===== src/rtl/sinc3_pkg.sv =====
package sinc3_pkg;
  localparam int ORDER      = 3;
  localparam int EXTRA_CLKS = 5;

  function automatic int settle_ticks(input int osr);
    return ORDER * osr + EXTRA_CLKS;
  endfunction
endpackage


===== src/rtl/sinc3_edge_sync.sv =====
module sinc3_edge_sync #(
  parameter int SYNC = 2
) (
  input  logic clk,
  input  logic rst,
  input  logic mclk_in,
  input  logic mdat_in,
  output logic tick,
  output logic bit_val
);
  logic [SYNC:0]   ck_q;
  logic [SYNC-1:0] dt_q;

  always_ff @(posedge clk) begin
    if (rst) begin
      ck_q <= '0;
      dt_q <= '0;
    end else begin
      ck_q <= {ck_q[SYNC-1:0], mclk_in};
      dt_q <= {dt_q[SYNC-2:0], mdat_in};
    end
  end

  // rising edge of the synchronised modulator clock, data aligned to it
  assign tick    = ck_q[SYNC-1] & ~ck_q[SYNC];
  assign bit_val = dt_q[SYNC-1];
endmodule


===== src/rtl/sinc3_integ.sv =====
module sinc3_integ #(
  parameter int DW     = 23,
  parameter int STAGES = 3
) (
  input  logic                 clk,
  input  logic                 rst,
  input  logic                 clr,
  input  logic                 step,
  input  logic                 bit_val,
  output logic signed [DW-1:0] last
);
  logic signed [DW-1:0] acc  [STAGES];
  logic signed [DW-1:0] feed [STAGES];

  // bit 1 -> +1, bit 0 -> -1 in two's complement
  assign feed[0] = {{(DW-1){~bit_val}}, 1'b1};

  for (genvar g = 0; g < STAGES; g++) begin : g_stage
    if (g > 0) begin : g_link
      assign feed[g] = acc[g-1];
    end
    always_ff @(posedge clk) begin
      if (rst || clr)
        acc[g] <= '0;
      else if (step)
        acc[g] <= acc[g] + feed[g];
    end
  end

  assign last = acc[STAGES-1];
endmodule


===== src/rtl/sinc3_comb.sv =====
module sinc3_comb #(
  parameter int DW     = 23,
  parameter int STAGES = 3
) (
  input  logic                 clk,
  input  logic                 rst,
  input  logic                 clr,
  input  logic                 fire,
  input  logic signed [DW-1:0] din,
  output logic signed [DW-1:0] dout
);
  logic signed [DW-1:0] dly  [STAGES];
  logic signed [DW-1:0] diff [STAGES+1];

  assign diff[0] = din;

  for (genvar g = 0; g < STAGES; g++) begin : g_stage
    assign diff[g+1] = diff[g] - dly[g];
    always_ff @(posedge clk) begin
      if (rst || clr)
        dly[g] <= '0;
      else if (fire)
        dly[g] <= diff[g];
    end
  end

  assign dout = diff[STAGES];
endmodule


===== src/rtl/sinc3_decim.sv =====
module sinc3_decim #(
  parameter int OSR  = 128,
  parameter int DW   = sinc3_pkg::ORDER * $clog2(OSR) + 2,
  parameter int SYNC = 2
) (
  input  logic                 clk,
  input  logic                 rst,
  input  logic                 en,
  input  logic                 mclk_in,
  input  logic                 mdat_in,
  input  logic                 filt_rst_in,
  output logic signed [DW-1:0] dout,
  output logic                 dvalid
);
  import sinc3_pkg::*;

  localparam int SETTLE = settle_ticks(OSR);
  localparam int PH_W   = $clog2(OSR);
  localparam int BL_W   = $clog2(SETTLE + 1);

  logic                 tick;
  logic                 bit_val;
  logic                 rst_pend;
  logic                 clr_now;
  logic                 step;
  logic [PH_W-1:0]      phase;
  logic [BL_W-1:0]      blank;
  logic                 dec_q;
  logic signed [DW-1:0] integ_out;
  logic signed [DW-1:0] comb_out;

  sinc3_edge_sync #(.SYNC(SYNC)) sync_i (
    .clk(clk), .rst(rst), .mclk_in(mclk_in), .mdat_in(mdat_in),
    .tick(tick), .bit_val(bit_val)
  );

  // restart request waits for the next modulator edge
  always_ff @(posedge clk) begin
    if (rst)
      rst_pend <= 1'b0;
    else if (filt_rst_in)
      rst_pend <= 1'b1;
    else if (tick)
      rst_pend <= 1'b0;
  end

  assign clr_now = tick & (rst_pend | ~en);
  assign step    = tick & ~clr_now;

  always_ff @(posedge clk) begin
    if (rst || clr_now) begin
      phase <= '0;
      blank <= '0;
    end else if (step) begin
      phase <= (phase == PH_W'(OSR - 1)) ? '0 : phase + 1'b1;
      if (blank < BL_W'(SETTLE))
        blank <= blank + 1'b1;
    end
  end

  always_ff @(posedge clk) begin
    if (rst)
      dec_q <= 1'b0;
    else
      dec_q <= step && (phase == PH_W'(OSR - 1));
  end

  sinc3_integ #(.DW(DW), .STAGES(ORDER)) integ_i (
    .clk(clk), .rst(rst), .clr(clr_now), .step(step),
    .bit_val(bit_val), .last(integ_out)
  );

  sinc3_comb #(.DW(DW), .STAGES(ORDER)) comb_i (
    .clk(clk), .rst(rst), .clr(clr_now), .fire(dec_q),
    .din(integ_out), .dout(comb_out)
  );

  always_ff @(posedge clk) begin
    if (rst) begin
      dout   <= '0;
      dvalid <= 1'b0;
    end else begin
      dvalid <= dec_q && en && (blank >= BL_W'(SETTLE));
      if (dec_q)
        dout <= comb_out;
    end
  end
endmodule


===== config.mk =====
export PLATFORM = sky130hd
export DESIGN_NAME = sinc3_decim
export DESIGN_NICKNAME = d
export VERILOG_FILES = /design/src/rtl/sinc3_pkg.sv /design/src/rtl/sinc3_edge_sync.sv /design/src/rtl/sinc3_integ.sv /design/src/rtl/sinc3_comb.sv /design/src/rtl/sinc3_decim.sv
export SDC_FILE = /design/constraint.sdc
export NUM_CORES = 1
export LEC_CHECK = 0
export BUFFER_PORTS_ARGS = -buffer_cell sky130_fd_sc_hd__buf_4
export CORE_MARGIN = 3
export CORE_UTILIZATION = 60
export DETAILED_ROUTE_END_ITERATION = 16
export PLACE_DENSITY = 0.77
export SLEW_MARGIN = 20
export SYNTH_ARGS = -nofsm -noshare
export SYNTH_HDL_FRONTEND = slang
export SYNTH_SLANG_ARGS = --single-unit

===== constraint.sdc =====
create_clock -name clk -period 8.2 [get_ports clk]
set_clock_uncertainty 0.2 [all_clocks]
set_input_delay 0.82 -clock clk [delete_from_list [all_inputs] [get_ports clk]]
set_output_delay 0.82 -clock clk [all_outputs]
set_load 0.05 [all_outputs]

# Yosys cells after proc, flatten, opt, wreduce, memory -nomap -nowiden
# Memory sizes are Yosys's and may differ from the RTL's.
# Index checks and enable logic that the tools add are counted.
[totals]
ff_bits = 47
latchBits = 0
ram_bits = 138
mem_bits_ro = 0
in_bits = 6
mem_count = 2
[mem_list]
columns = ["name", "depth", "word_bits", "read_ports", "rd_clocked_by_memory_dff", "wr", "line", "rtl"]
rows = [
  ["comb_i.dly", 3, 23, 3, 0, 3, "sinc3_comb.sv:12", "logic signed [DW-1:0] dly [STAGES];"],
  ["integ_i.acc", 3, 23, 3, 0, 3, "sinc3_integ.sv:12", "logic signed [DW-1:0] acc [STAGES];"],
]
[op_classes]
add_sub_neg = 8
mul = 0
div = 0
order_cmp = 2
n_eq_ne = 1
shift = 0
muxes = 17
n_bitwise = 14
n_reduce_logical = 6
[op_table]
columns = ["operator", "n"]
rows = [
  ["$mux W23", 6],
  ["$sub A23 B23 Y23", 3],
  ["$add A23 B23 Y23", 2],
  ["$add A23 B2 Y23", 1],
  ["$mux W1", 10],
  ["$add A9 B1 Y9 const B", 1],
  ["$ge A9 B9 Y1 const B", 1],
  ["$lt A9 B9 Y1 const B", 1],
  ["$add A7 B1 Y7 const B", 1],
  ["$eq A7 B7 Y1 const B", 1],
  ["$mux W7", 1],
  ["$or A1 B1 Y1", 7],
  ["$not A1 Y1", 4],
  ["$and A1 B1 Y1", 3],
  ["$logic_and A1 B1 Y1", 3],
  ["$reduce_and A2 Y1", 1],
  ["$reduce_bool A2 Y1", 1],
  ["$logic_or A1 B1 Y1", 1],
]

# Longest topological paths before layout
[depth]
depth_word = 9
depth_mapped = 28
mapped_depth_nobuf = 28

# Modules after synthesis
# Synthesis repeated with hierarchy kept, for this count alone.
[hier_totals]
cells_unflattened = 1453
hier_area_um2 = 13551.7
[by_module_without_submodules]
columns = ["mod", "n_inst", "cells_each", "area_each_um2"]
rows = [
  ["sinc3_comb", 1, 639, 5970.7],
  ["sinc3_integ", 1, 624, 5746.8],
  ["sinc3_decim", 1, 179, 1696.6],
  ["sinc3_edge_sync", 1, 11, 137.6],
]

# Least setup slack after synthesis
# No wires, ideal clock.
[synth_path]
path_kind = "register to register"
startpoint = "memory integ_i.acc[2][0]"
endpoint = "register dout[22]"
setup_time_ns = 0.082
arrival_time_ns = 5.067
required_time_ns = 7.918
path_slack_ns = 2.851
stages_incl_launch_ff = 27
path_cell_list = "edfxtp_1 inv_1 ha_1 fa_1 and2b_1 o21ai_1 a211o_1 nand3b_1 a21oi_1 o21bai_1 xor2_1 ha_1 a21oi_1 and2_1 nand3b_1 a211oi_1 o21ai_1 a21oi_1 xnor2_1 ha_1 a21o_1 a21oi_1 o2111ai_1 a21o_1 a2111oi_0 mux2i_1 o2111ai_1"
[synth_lines]
columns = ["element", "line", "rtl"]
rows = [
  ["start, declared", "sinc3_integ.sv:12", ""],
  ["end signal, assigned", "sinc3_decim.sv:85", "dout <= comb_out;"],
  ["end, declared", "sinc3_decim.sv:12", "output logic signed [DW-1:0] dout,"],
]

==> out/results.ini <==
[detailed_routing]
via_per_inst=5.76
drc=0
dr_wl_met3_um=714
highest-signal-layer=met4
vias=9981
drt_iter0_markers=463
met1Wirelength_um=11500
wl_met2_um=11800
ant_nets=0
drtPass1Iterations=7
avgRoutedWirePerCell_um=14.2
wl_um=24700

[pwr]
ir_drop_v=0.000150
p_int_mw=1.94
pwr_density_cell_nw_per_um2=201
power.share.clock_pct=29.8
p_leak_nw=6.05
total_power_mw=2.88
swShare_pct=32.6
seq_power_share_pct=36.6
pwr-share-comb_pct=33.6
power_switching_mw=0.940

[sta]
maxSlewViolCount=0
fin_ws_ns=2.12
setup_viol=0
period_needed_ns=6.08
worst_slew_margin_rel_pct=41.5
rsz0062_at_grt=false
clock.fmax_mhz=165
setup-tns-final_ns=0
worst_slew_pin_slew_ns=0.877
fin_crit_sh_pct=74.1
finalHoldViolCount=0

[grt]
grt_use_total_pct=20.9
first_global_vias=9345
antenna_found_initial=0
grt-ovfl-total=0
grt_pass1_wl_um=42000
grt_max_degree=70

[finish]
syn_to_final_growth_pct=8.69
fillers=1646
final_util_pct=67.3
n_antenna_cell=0
nNetsFinal=1590
layout-drive-gt1-share_pct=6.31

[yosys]
yosys.area.top_type=edfxtp_1
synth_top_family_by_area=simple AND/OR/NAND/NOR gates
syn-instance-count=1416
synth_warnings=0
synth_top_cells_by_count=nor2_1, edfxtp_1, ha_1, inv_1, a21oi_1
synth_compound_area_share_pct=16.7
synth_mux_area_share_pct=0.987
yosysMostFrequentCell=nor2_1
synth-async-reset-ratio_pct=0
netlist.area_leader.share_pct=31.4
syn_nets=1562
synth_seq_cells=185
synth_adder_area_share_pct=13.6
yosys.cell_types.count=74
synth_area_leaders=edfxtp_1, ha_1, dfxtp_1
synth_seq_area_share_pct=38.6
avgSynthCellArea_sq_um=9.31
ys.flop_type=edfxtp_1
synth_xor_area_share_pct=6.51
syn_area_sq_um=13200
synth_edf_count=138
yosys.area_share.simple_pct=19.6

[floorplanning]
die_area_sq_um=23800
rows=53
pin_count=30
dieHeight_um=154
die_w_um=154
fp.coreArea_sq_um=21300
start_util_pct=61.9

[cts]
tritoncts=yes
cts-resized-gates=0
cts_setup_buffers=0
cts_num_sinks=185
insertion_delay_ns=0.43
clk_pin_slew_ns=0.08
cts_made_buffers=17
ctsLongestPathBuffers=2
h-tree-depth=4
postCtsHoldBufs=0
cts-root-buf=clkbuf_16

[setup_path]
required_ns=8.35
path_max_fanout=7
critPathKind=flop to flop
worst_ep_arrival_time_ns=6.23
startpoint_type=flop
end_kind=flop

[place]
detailed_place_hpwl_um=18200
place_ws_ns=2.19
port_buffers=29
gp_congestion=0.969

[status]
status=complete, no violations

[worst_hold_path]
worstHoldPathType=flop to flop

[flow_run]
cap_violations=0

==> final timing paths <==
| kind | endpoint | slack (ns) | depth (start not counted) | start |
|---|---|---|---|---|
| worst max-delay path | dout[22] | 2.12 | 26 | integ_i.acc[2][0] |
| worst max register to register | dout[22] | 2.12 | 26 | integ_i.acc[2][0] |
| worst min register to register | sync_i.ck_q[1] | 0.25 | 1 | sync_i.ck_q[0] |
| worst min-delay path | sync_i.ck_q[1] | 0.25 | 1 | sync_i.ck_q[0] |
==> cells by family after synthesis <==
group,after synthesis
xor gates and xnor gates,95
AOI/OAI and AO/OA,337
and+or+nand+nor,507
adders and majority gates,140
DFF,185
muxes,13
buffers and inverters,139
==> flip-flops by register name (all words and copies together) (netlist names) <==
signal       flops
sync_i.ck_q      3
rst_pend         1
dvalid           1
dout            23
dec_q            1
sync_i.dt_q      2
comb_i.dly      69
integ_i.acc     69
phase            7
blank            9
==> layout by cell type, fill, tap and decap left out, types with 18 or more instances in the layout <==
master    count
dfxtp_1      46
nand2_1      77
o21a_1       28
edfxtp_1    138
o21ai_0      40
o21ai_1      20
and3_1       45
a21o_1       40
nand3_1      35
buf_4        38
xor2_1       34
nor2b_1      23
a21oi_1      97
nand2b_1     18
nor2_1      145
xnor2_1      59
inv_1       109
ha_1        134
and2_1       41
nor3_1       48
==> metal layers <==
layer	track usage, %	vias up
li1	-	5202
met1	26.9	4580
met2	36.4	160
met3	3.13	39
met4	6.48	0
met5	0	-
==> layout make-up <==
type / count / area (sq um) / share of cell area, %
clock buffers: 18 / 429 / 3.00
repair buffers: 38 / 285 / 1.99
clock inverters: 14 / 183 / 1.28
multi-input cells: 1092 / 7580 / 52.9
flip-flops and latches: 185 / 5090 / 35.5
well taps: 275 / 344 / 2.40
inverters: 110 / 413 / 2.88
==> metrics by stage <==
| step | hold WS (ns) | instances | area [sq um] |
|---|---|---|---|
| 2_1_floorplan | 0.214 | 1416 | 13200 |
| 3_3_place_gp | 0.221 | 1700 | 13700 |
| 3_5_place_dp | 0.237 | 1700 | 13700 |
| 4_1_cts | 0.253 | 1732 | 14300 |
| 5_1_grt | 0.263 | 1732 | 14300 |
| 6_report | 0.245 | 1732 | 14300 |
==> worst max-delay path: stages, from the launching register on <==
cell	delay (ns)
edfxtp_1	0.36
inv_1	0.06
ha_1	0.22
fa_1	0.40
and2b_1	0.24
o21ai_1	0.10
a211o_1	0.33
nand3b_1	0.17
a21oi_1	0.09
o21bai_1	0.16
xor2_1	0.19
ha_1	0.32
a21oi_1	0.20
and2_1	0.18
nand3b_1	0.12
a211oi_1	0.41
o21ai_1	0.16
a21oi_1	0.20
xnor2_1	0.17
ha_1	0.33
a21o_1	0.20
a21oi_1	0.17
o2111ai_1	0.16
a21o_1	0.21
a2111oi_0	0.39
mux2i_1	0.15
o2111ai_1	0.12
==> power by group through the flow <==
stage / Combinational (mW) / Clock (mW) / Sequential (mW)
6_report: 0.968 / 0.860 / 1.06
5_1_grt: 1.09 / 0.920 / 1.06
4_1_cts: 0.966 / 0.874 / 1.06
3_5_place_dp: 0.960 / 0 / 1.08
3_3_place_gp: 0.938 / 0 / 1.08
2_1_floorplan: 0.796 / 0 / 1.07
(Power assumes the default switching activity.)
